## src/rtl/cap_pkg.sv

```systemverilog
package cap_pkg;
   typedef enum logic [1:0] {
      ACC_READ  = 2'd0,
      ACC_WRITE = 2'd1,
      ACC_FLUSH = 2'd2,
      ACC_NONE  = 2'd3
   } acc_kind_e;
endpackage

```

## src/rtl/cap_prio_enc.sv

```systemverilog
module cap_prio_enc #(
   parameter int N = 16
) (
   input  logic [N-1:0]         vec,
   output logic                 any,
   output logic [$clog2(N)-1:0] idx
);
   localparam int IW = $clog2(N);

   always_comb begin
      idx = '0;
      for (int i = N - 1; i >= 0; i--) begin
         if (vec[i]) idx = IW'(i);
      end
      any = |vec;
   end
endmodule

```

## src/rtl/cap_mask_regs.sv

```systemverilog
module cap_mask_regs #(
   parameter int WAYS  = 16,
   parameter int COS_W = 2
) (
   input  logic             clk,
   input  logic             rst_n,
   input  logic             wr_en,
   input  logic [COS_W-1:0] wr_cos,
   input  logic [WAYS-1:0]  wr_mask,
   input  logic [COS_W-1:0] rd_cos,
   output logic [WAYS-1:0]  rd_mask
);
   localparam int NCOS = 1 << COS_W;

   logic [WAYS-1:0] mask_q [NCOS];

   for (genvar c = 0; c < NCOS; c++) begin : g_cls
      always_ff @(posedge clk) begin
         if (!rst_n) begin
            mask_q[c] <= '1;
         end else if (wr_en && (wr_cos == COS_W'(c))) begin
            mask_q[c] <= wr_mask;
         end
      end
   end

   assign rd_mask = mask_q[rd_cos];
endmodule

```

## src/rtl/cap_plru.sv

```systemverilog
module cap_plru #(
   parameter int WAYS = 16
) (
   input  logic                    clk,
   input  logic                    rst_n,
   input  logic [WAYS-1:0]         elig,
   output logic [$clog2(WAYS)-1:0] pick,
   input  logic                    touch_en,
   input  logic [$clog2(WAYS)-1:0] touch_way
);
   localparam int LVL = $clog2(WAYS);

   logic [WAYS-1:1]   tree_q;
   logic [WAYS-1:1]   tree_d;
   logic [2*WAYS-1:1] sub;
   logic [LVL:0]      nd;
   logic [LVL:0]      ch;
   logic [LVL:0]      up;

   // Subtree eligibility, then a walk that avoids empty subtrees.
   always_comb begin
      for (int w = 0; w < WAYS; w++) sub[WAYS+w] = elig[w];
      for (int n = WAYS - 1; n >= 1; n--) sub[n] = sub[2*n] | sub[2*n+1];
      nd = (LVL+1)'(1);
      ch = '0;
      for (int l = 0; l < LVL; l++) begin
         ch = {nd[LVL-1:0], tree_q[nd[LVL-1:0]]};
         if (!sub[ch]) ch[0] = ~ch[0];
         nd = ch;
      end
      pick = nd[LVL-1:0];
   end

   // Path update pointing every node away from the used way.
   always_comb begin
      tree_d = tree_q;
      up     = {1'b1, touch_way};
      if (touch_en) begin
         for (int l = 0; l < LVL; l++) begin
            tree_d[up[LVL:1]] = ~up[0];
            up = {1'b0, up[LVL:1]};
         end
      end
   end

   always_ff @(posedge clk) begin
      if (!rst_n) tree_q <= '0;
      else        tree_q <= tree_d;
   end
endmodule

```

## src/rtl/cap_alloc_ctrl.sv

```systemverilog
module cap_alloc_ctrl #(
   parameter int WAYS    = 16,
   parameter int COS_W   = 2,
   parameter bit PLRU_EN = 1'b1
) (
   input  logic                    clk,
   input  logic                    rst_n,
   input  logic                    cfg_we,
   input  logic [COS_W-1:0]        cfg_cos,
   input  logic [WAYS-1:0]         cfg_mask,
   input  logic                    req_valid,
   input  logic [1:0]              req_kind,
   input  logic [COS_W-1:0]        req_cos,
   input  logic [WAYS-1:0]         req_match,
   input  logic [WAYS-1:0]         line_vld,
   output logic                    hit,
   output logic [$clog2(WAYS)-1:0] hit_way,
   output logic                    inval,
   output logic [$clog2(WAYS)-1:0] inval_way,
   output logic                    fill,
   output logic [$clog2(WAYS)-1:0] fill_way,
   output logic                    no_alloc
);
   import cap_pkg::*;

   localparam int WIDX = $clog2(WAYS);

   if (WAYS < 2 || (WAYS & (WAYS - 1)) != 0) begin : g_bad_ways
      $error("cap_alloc_ctrl: WAYS must be a power of two of at least 2");
   end
   if (COS_W != 2) begin : g_bad_cos
      $error("cap_alloc_ctrl: the class tag must be 2 bits wide");
   end

   acc_kind_e       kind;
   logic [WAYS-1:0] cls_mask;
   logic [WAYS-1:0] vmatch;
   logic [WAYS-1:0] free_elig;
   logic            any_match;
   logic [WIDX-1:0] match_idx;
   logic            any_free;
   logic [WIDX-1:0] free_idx;
   logic [WIDX-1:0] repl_idx;
   logic            is_rw;
   logic            is_flush;
   logic            miss;
   logic            touch_en;
   logic [WIDX-1:0] touch_way;

   assign kind = acc_kind_e'(req_kind);

   cap_mask_regs #(.WAYS(WAYS), .COS_W(COS_W)) u_masks (
      .clk     (clk),
      .rst_n   (rst_n),
      .wr_en   (cfg_we),
      .wr_cos  (cfg_cos),
      .wr_mask (cfg_mask),
      .rd_cos  (req_cos),
      .rd_mask (cls_mask)
   );

   // Lookup ignores the class mask entirely.
   assign vmatch = req_match & line_vld;

   cap_prio_enc #(.N(WAYS)) u_match_enc (
      .vec (vmatch),
      .any (any_match),
      .idx (match_idx)
   );

   // Allocation honours the mask: invalid enabled ways first.
   assign free_elig = cls_mask & ~line_vld;

   cap_prio_enc #(.N(WAYS)) u_free_enc (
      .vec (free_elig),
      .any (any_free),
      .idx (free_idx)
   );

   assign is_rw    = req_valid && (kind == ACC_READ || kind == ACC_WRITE);
   assign is_flush = req_valid && (kind == ACC_FLUSH);
   assign miss     = is_rw && !any_match;

   assign hit       = is_rw && any_match;
   assign hit_way   = match_idx;
   assign inval     = is_flush && any_match;
   assign inval_way = match_idx;
   assign no_alloc  = miss && (cls_mask == '0);
   assign fill      = miss && (cls_mask != '0);
   assign fill_way  = any_free ? free_idx : repl_idx;

   assign touch_en  = hit || fill;
   assign touch_way = hit ? match_idx : fill_way;

   if (PLRU_EN) begin : g_plru
      cap_plru #(.WAYS(WAYS)) u_plru (
         .clk       (clk),
         .rst_n     (rst_n),
         .elig      (cls_mask),
         .pick      (repl_idx),
         .touch_en  (touch_en),
         .touch_way (touch_way)
      );
   end else begin : g_fixed
      logic fixed_any;
      cap_prio_enc #(.N(WAYS)) u_fixed_enc (
         .vec (cls_mask),
         .any (fixed_any),
         .idx (repl_idx)
      );
   end
endmodule

```

## config.mk

```make
export PLATFORM = sky130hd
export DESIGN_NAME = cap_alloc_ctrl
export DESIGN_NICKNAME = d
export VERILOG_FILES = /design/src/rtl/cap_pkg.sv /design/src/rtl/cap_prio_enc.sv /design/src/rtl/cap_mask_regs.sv /design/src/rtl/cap_plru.sv /design/src/rtl/cap_alloc_ctrl.sv
export SDC_FILE = /design/constraint.sdc
export NUM_CORES = 1
export LEC_CHECK = 0
export BUFFER_PORTS_ARGS = -buffer_cell sky130_fd_sc_hd__buf_2
export CAP_MARGIN = 25
export CORE_ASPECT_RATIO = 1.75
export CORE_MARGIN = 2
export CORE_UTILIZATION = 45
export DETAILED_ROUTE_END_ITERATION = 10
export PLACE_DENSITY = 0.67
export SLEW_MARGIN = 20
export SYNTH_ARGS = -nofsm -noshare
export SYNTH_HDL_FRONTEND = slang
export SYNTH_SLANG_ARGS = --single-unit
```

## constraint.sdc

```tcl
create_clock -name clk -period 5.65 [get_ports clk]
set_clock_uncertainty 0.15 [all_clocks]
set_input_delay 0.565 -clock clk [delete_from_list [all_inputs] [get_ports clk]]
set_output_delay 0.565 -clock clk [all_outputs]
set_load 0.05 [all_outputs]
```

Word level (Yosys, flattened, before mapping)
Memory sizes are Yosys's and may differ from the RTL's.
Index checks and enable logic that the tools add are counted.
{"block": "word_totals", "wordCells": 150, "regBits": 15, "mem_bits_rw": 64, "out_inout_bits": 16, "inputBits": 58, "memories": 1}
{"block": "classes", "magnitude_cmp": 13, "n_reduce_logical": 23, "bitwise": 29, "eq_ne": 5, "mux": 78}
{"name": "u_masks.mask_q", "depth": 4, "word_bits": 16, "rd": 1, "rd_clocked_by_memory_dff": 0, "wr": 4, "line": "cap_mask_regs.sv:15", "source": "logic [WAYS-1:0] mask_q [NCOS];"}
{"op": "4-bit two-way mux", "n": 34}
{"op": "16-bit two-way mux", "n": 4}
{"op": "15-bit bitwise mux", "n": 3}
{"op": "16-bit bitwise AND", "n": 2}
{"op": "16-bit OR reduction", "n": 2}
{"op": "1-bit two-way mux", "n": 29}
{"op": "1-bit bitwise OR", "n": 18}
{"op": "16-bit zero test", "n": 1}
{"op": "16-bit NOT", "n": 1}
{"op": "16-bit nonzero test", "n": 1}
{"op": "1-bit logical AND", "n": 14}
{"op": "2-bit by 5-bit less-than comparator with 1-bit output, second input constant", "n": 2}
{"op": "3-bit by 5-bit less-than comparator with 1-bit output, second input constant", "n": 2}
{"op": "4-bit by 5-bit less-than comparator with 1-bit output, second input constant", "n": 2}
{"op": "1-bit NOT", "n": 8}
{"op": "1-bit binary-select mux with 3-bit select", "n": 2}
{"op": "2-bit equality test, second input constant", "n": 3}
{"op": "2-bit by 6-bit less-than comparator with 1-bit output, second input constant", "n": 1}
{"op": "3-bit by 6-bit less-than comparator with 1-bit output, second input constant", "n": 1}
{"op": "4-bit by 6-bit less-than comparator with 1-bit output, second input constant", "n": 1}
{"op": "5-bit by 6-bit less-than comparator with 1-bit output, second input constant", "n": 1}
{"op": "1-bit binary-select mux with 2-bit select", "n": 2}
{"op": "1-bit binary-select mux with 4-bit select", "n": 1}
{"op": "2-bit by 1-bit equality test with 1-bit output, second input constant", "n": 2}
{"op": "other kinds (9)", "n": 11}

Logic depth before layout (Yosys ltp)
An unclocked memory read counts as a cell.
{"block": "depth", "ltp_word": 31, "depth_mapped": 13, "ltp_nobuf": 10}

Modules after synthesis
A second synthesis with hierarchy kept.
{"block": "unflattened", "hier_cells": 423, "area_unflattened_um2": 4727.0}
{"module": "cap_mask_regs", "cells_each": 163, "seq_area_each_um2": 1921.8, "n_inst": 1, "area_each_um2": 2808.9}
{"module": "cap_plru", "cells_each": 135, "seq_area_each_um2": 300.3, "n_inst": 1, "area_each_um2": 1107.3}
{"module": "cap_alloc_ctrl", "cells_each": 57, "seq_area_each_um2": 0.0, "n_inst": 1, "area_each_um2": 457.9}
{"module": "cap_prio_enc", "cells_each": 34, "seq_area_each_um2": 0.0, "n_inst": 2, "area_each_um2": 176.4}

Worst setup path after synthesis
No wires, ideal clock.
{"block": "synth_path", "path_type": "input -> output", "startpoint": "in req_cos[0]", "endpoint": "out fill_way[0]", "arrival_ns": 4.343, "path_buffers": 1, "required_ns": 4.935, "slack_ns": 0.592, "stages": 10, "cell_sequence": "buf_2 mux4_2 nor4_2 a21boi_1 nor2_2 mux2i_4 mux2_2 nand3_1 nand3_2 o31ai_1"}
{"block": "synth_between", "elab_chain_cells": 23, "elab_cells_between_ends": 55, "classes_between": "mux (35); bitwise (18); reduce/logical (1); memory (1)"}
{"item": "from (decl)", "line": "cap_alloc_ctrl.sv:13", "source": "input logic [COS_W-1:0] req_cos,"}
{"item": "memory 4 x 16 bit (*)"}
{"item": "1-bit bitwise OR (3 in series)", "line": "cap_plru.sv:23", "source": "for (int n = WAYS - 1; n >= 1; n--) sub[n] = sub[2*n] | sub[2*n+1];"}
{"item": "1-bit two-way mux (not written as such) (2 in series)", "line": "cap_plru.sv:28", "source": "if (!sub[ch]) ch[0] = ~ch[0];"}
{"item": "1-bit two-way mux", "line": "cap_plru.sv:28"}
{"item": "1-bit two-way mux (not written as such) (2 in series)", "line": "cap_plru.sv:27", "source": "ch = {nd[LVL-1:0], tree_q[nd[LVL-1:0]]};"}
{"item": "1-bit binary-select mux with 2-bit select", "line": "cap_plru.sv:28"}
{"item": "1-bit two-way mux (not written as such)", "line": "cap_plru.sv:28"}
{"item": "1-bit two-way mux", "line": "cap_plru.sv:28"}
{"item": "[... 3 more ...]"}
{"item": "1-bit two-way mux (not written as such)", "line": "cap_plru.sv:28"}
{"item": "1-bit two-way mux", "line": "cap_plru.sv:28"}
{"item": "1-bit binary-select mux with 3-bit select", "line": "cap_plru.sv:27"}
{"item": "1-bit two-way mux (not written as such)", "line": "cap_plru.sv:27"}
{"item": "1-bit binary-select mux with 4-bit select", "line": "cap_plru.sv:28"}
{"item": "1-bit two-way mux (not written as such)", "line": "cap_plru.sv:28"}
{"item": "1-bit two-way mux", "line": "cap_plru.sv:28"}
{"item": "4-bit two-way mux (*)", "line": "cap_alloc_ctrl.sv:90", "source": "assign fill_way = any_free ? free_idx : repl_idx;"}
{"item": "to (decl)", "line": "cap_alloc_ctrl.sv:21", "source": "output logic [$clog2(WAYS)-1:0] fill_way,"}
Mark *: on every way between the ends. The rest lies on a longest branch, timed or not. The select of a mux whose other input is x is not followed.

Worst setup path after layout
Ends and elaborated chain as after synthesis.

==> results.toml <==
[sta]
period_share_pct = 89.0
slew_headroom_pct = 39.2
report.final.slew_viol_count = 0
setup_viol = 0
finalCriticalPeriod_ns = 5.03
rsz0062_at_grt = "no"
fmax_mhz = 199
tightest_slew_ns = 0.905
hold_violations = 0
fin_hold_ws_ns = 0.378
setup-tns-final_ns = 0

[place]
hpwl_um = 9140
globalplace.congestion = 0.915
port-buffer-count = 73

[critical_path]
path_cells = "buf_2 > mux4_2 > nor4_1 > a21boi_1 > nor2_2 > mux2i_4 > mux2_2 > nand3_1 > nand3_2 > o31ai_1 > buf_2"
cp_max_fo = 20
startpoint_type = "primary input"
crit_slowest_cell = "mux4_2"
path_buf_inv = 2
path_class = "primary input to output pin"
cp_common_cell = "buf_2"
critPathRequiredTime_ns = 4.93
crit_path_max_incr_delay_ns = 0.67
worstPathArrival_ns = 4.32
critPathTopFamily = "multiplexers"
end_kind = "output pin"

[yosys]
synthFlopType = "edfxtp_1"
ys_ff_latch = 79
yosys.cell_types.count = 58
synth_top_area_share_pct = 41.2
synth.most_common_cell = "edfxtp_1"
syn-mean-instance-area_um2 = 11.1
seq_area_frac_synth_pct = 47.6
yosysWarnings = 0
synth_cells = 419
syn-cell-area_um2 = 4670
synth-edff-count = 64
synth_async_sr_flop_share_pct = 0
synth_commonest_cells = "64 x edfxtp_1, 48 x or2_2, 31 x nand2_1"
synthesis.nets = 477
yosys.area.top_type = "edfxtp_1"
synthTopCellsByArea = "edfxtp_1 41%, mux4_2 7.7%, dfxtp_1 6.4%"

[cts]
post_cts_buffers = 0
cts_buffers = 9
clock_path_buffers = 2
hold_buffers = 0
clock-sinks = 79
insertion_delay_ns = 0.33
clk_pin_slew_ns = 0.06
cts_root_buffer = "clkbuf_16"
cts_resized = 0
cts_max_level = 3
cts_tree = "done"

[floorplan]
core_um2 = 10200
die_area_um2 = 11200
std_cell_rows = 49
initial_utilization_pct = 45.8
die_y_um = 139
io_pins = 74
die_x_um = 81.0

[grt]
grt_pass1_vias = 3696
grt_overflow_total = 0
antenna_found_initial = 0
grt_pass1_wl_um = 18300
globalRouteTotalUtil_pct = 21.9
grt_max_degree = 25

[pwr]
leakage_nw = 2.00
max-vdd-ir-drop_uv = 198
p_per_area_nw_per_um2 = 292
power_mw = 1.59

[route]
antenna_left = 0
routed_wl_um = 11800
wl_per_cell_um = 18.9
via_per_inst = 5.83
drtIter0Drc = 172
vias = 3638
first_pass_iters = 4
drc_errors = 0

[final_layout]
layout-drive-gt1-share_pct = 34.6
nNetsFinal = 550
antennaDiodeCount = 0
syn2layout_area_growth_pct = 16.9
post-route-util_pct = 53.6

[job]
maxCapViolations = 0

[hold_path]
holdCritPathClass = "primary input to flip-flop"

[status]
status = "complete, no violations"
==> layout by cell type (no fill, tap or decap), types with 2 or more instances in the layout <==
cell type and instances:
nand3b_1 2, and2_1 3, mux2i_1 21, nand3_1 10
o31ai_1 2, a22oi_1 5, mux2_2 5, nand4_1 3
o32ai_1 2, a31oi_1 11, and3b_1 2, clkinv_4 2
nor4_1 3, nand2_1 31, nor3_1 15, mux4_2 16
nand4b_1 3, edfxtp_1 64, a22o_1 9, nor3b_1 4
clkbuf_16 10, o21a_1 6, buf_4 4, nor2b_1 7
buf_2 73, dfxtp_1 15, nor2_1 20, a21oi_1 10
o21ai_0 14, nor4_2 3, or4_1 2, or3_1 5
or2_2 48, nand2b_1 25, inv_1 9, clkbuf_1 2
o21ai_1 6
==> where the power goes <==
part	switching [mW]	internal (mW)	total, mW	leakage (nW)
Clock	0.214	0.370	0.584	0.152
Sequential	0.0188	0.670	0.689	0.752
Combinational	0.200	0.121	0.321	1.10
Total	0.433	1.16	1.59	2.00
==> cell families after synthesis <==
| logic type | count (synthesis) | synth area share [%] |
|---|---|---|
| multiplexers | 44 | 14.2 |
| buffers and inverters | 24 | 2.55 |
| flip-flops | 79 | 47.6 |
| AND/OR/NAND/NOR | 193 | 23.9 |
| AO/OA/AOI/OAI | 79 | 11.7 |
==> layer usage <==
| metal | global-route usage (%) | up-vias | routed length (um) |
|---|---|---|---|
| li1 | - | 1741 | - |
| met5 | 0 | - | 0 |
| met1 | 21.4 | 1744 | 4130 |
| met2 | 40.9 | 119 | 6550 |
| met3 | 3.45 | 34 | 517 |
| met4 | 13.3 | 0 | 621 |
==> path summary, 6_finish.rpt <==
| check | startpoint | endpoint | slack (ns) | cells past startpoint |
|---|---|---|---|---|
| setup / recovery | req_cos[0] | fill_way[0] | 0.62 | 11 |
| hold / removal | cfg_mask[14] | u_masks.mask_q[0][14] | 0.38 | 2 |
| hold reg to reg | g_plru.u_plru.tree_q[15] | g_plru.u_plru.tree_q[15] | 0.41 | 2 |
| setup reg to reg | u_masks.mask_q[3][12] | g_plru.u_plru.tree_q[9] | 1.80 | 10 |
==> sequential cells by signal (all words and copies together) (netlist names) <==
| register | count |
|---|---|
| u_masks.mask_q | 64 |
| g_plru.u_plru.tree_q | 15 |
==> layout make-up <==
class,count,area (um^2)
Clock buffer,12,258
Clock inverter,4,52.6
Fill cell,917,4720
Inverter,9,33.8
Multi-Input combinational cell,316,2340
Sequential cell,79,2220
Tap cell,127,159
Timing Repair Buffer,77,395
==> stage by stage <==
step | setup WS (ns) | area (um^2) | instances
final | 0.620 | 5460 | 624
after global routing | 0.308 | 5460 | 624
after CTS | 0.588 | 5460 | 624
after detailed placement | 0.609 | 5150 | 608
after global placement | 0.701 | 5140 | 608
after floorplan | 0.592 | 4670 | 419
==> worst reg2reg max path, delay by kind of cell (launching register included) <==
kind	cells	cell delay [ns]
flip-flops	1	0.39
AND/OR/NAND/NOR	4	1.01
multiplexers	3	1.41
AO/OA/AOI/OAI	3	0.77
(Power assumes the default switching activity.)
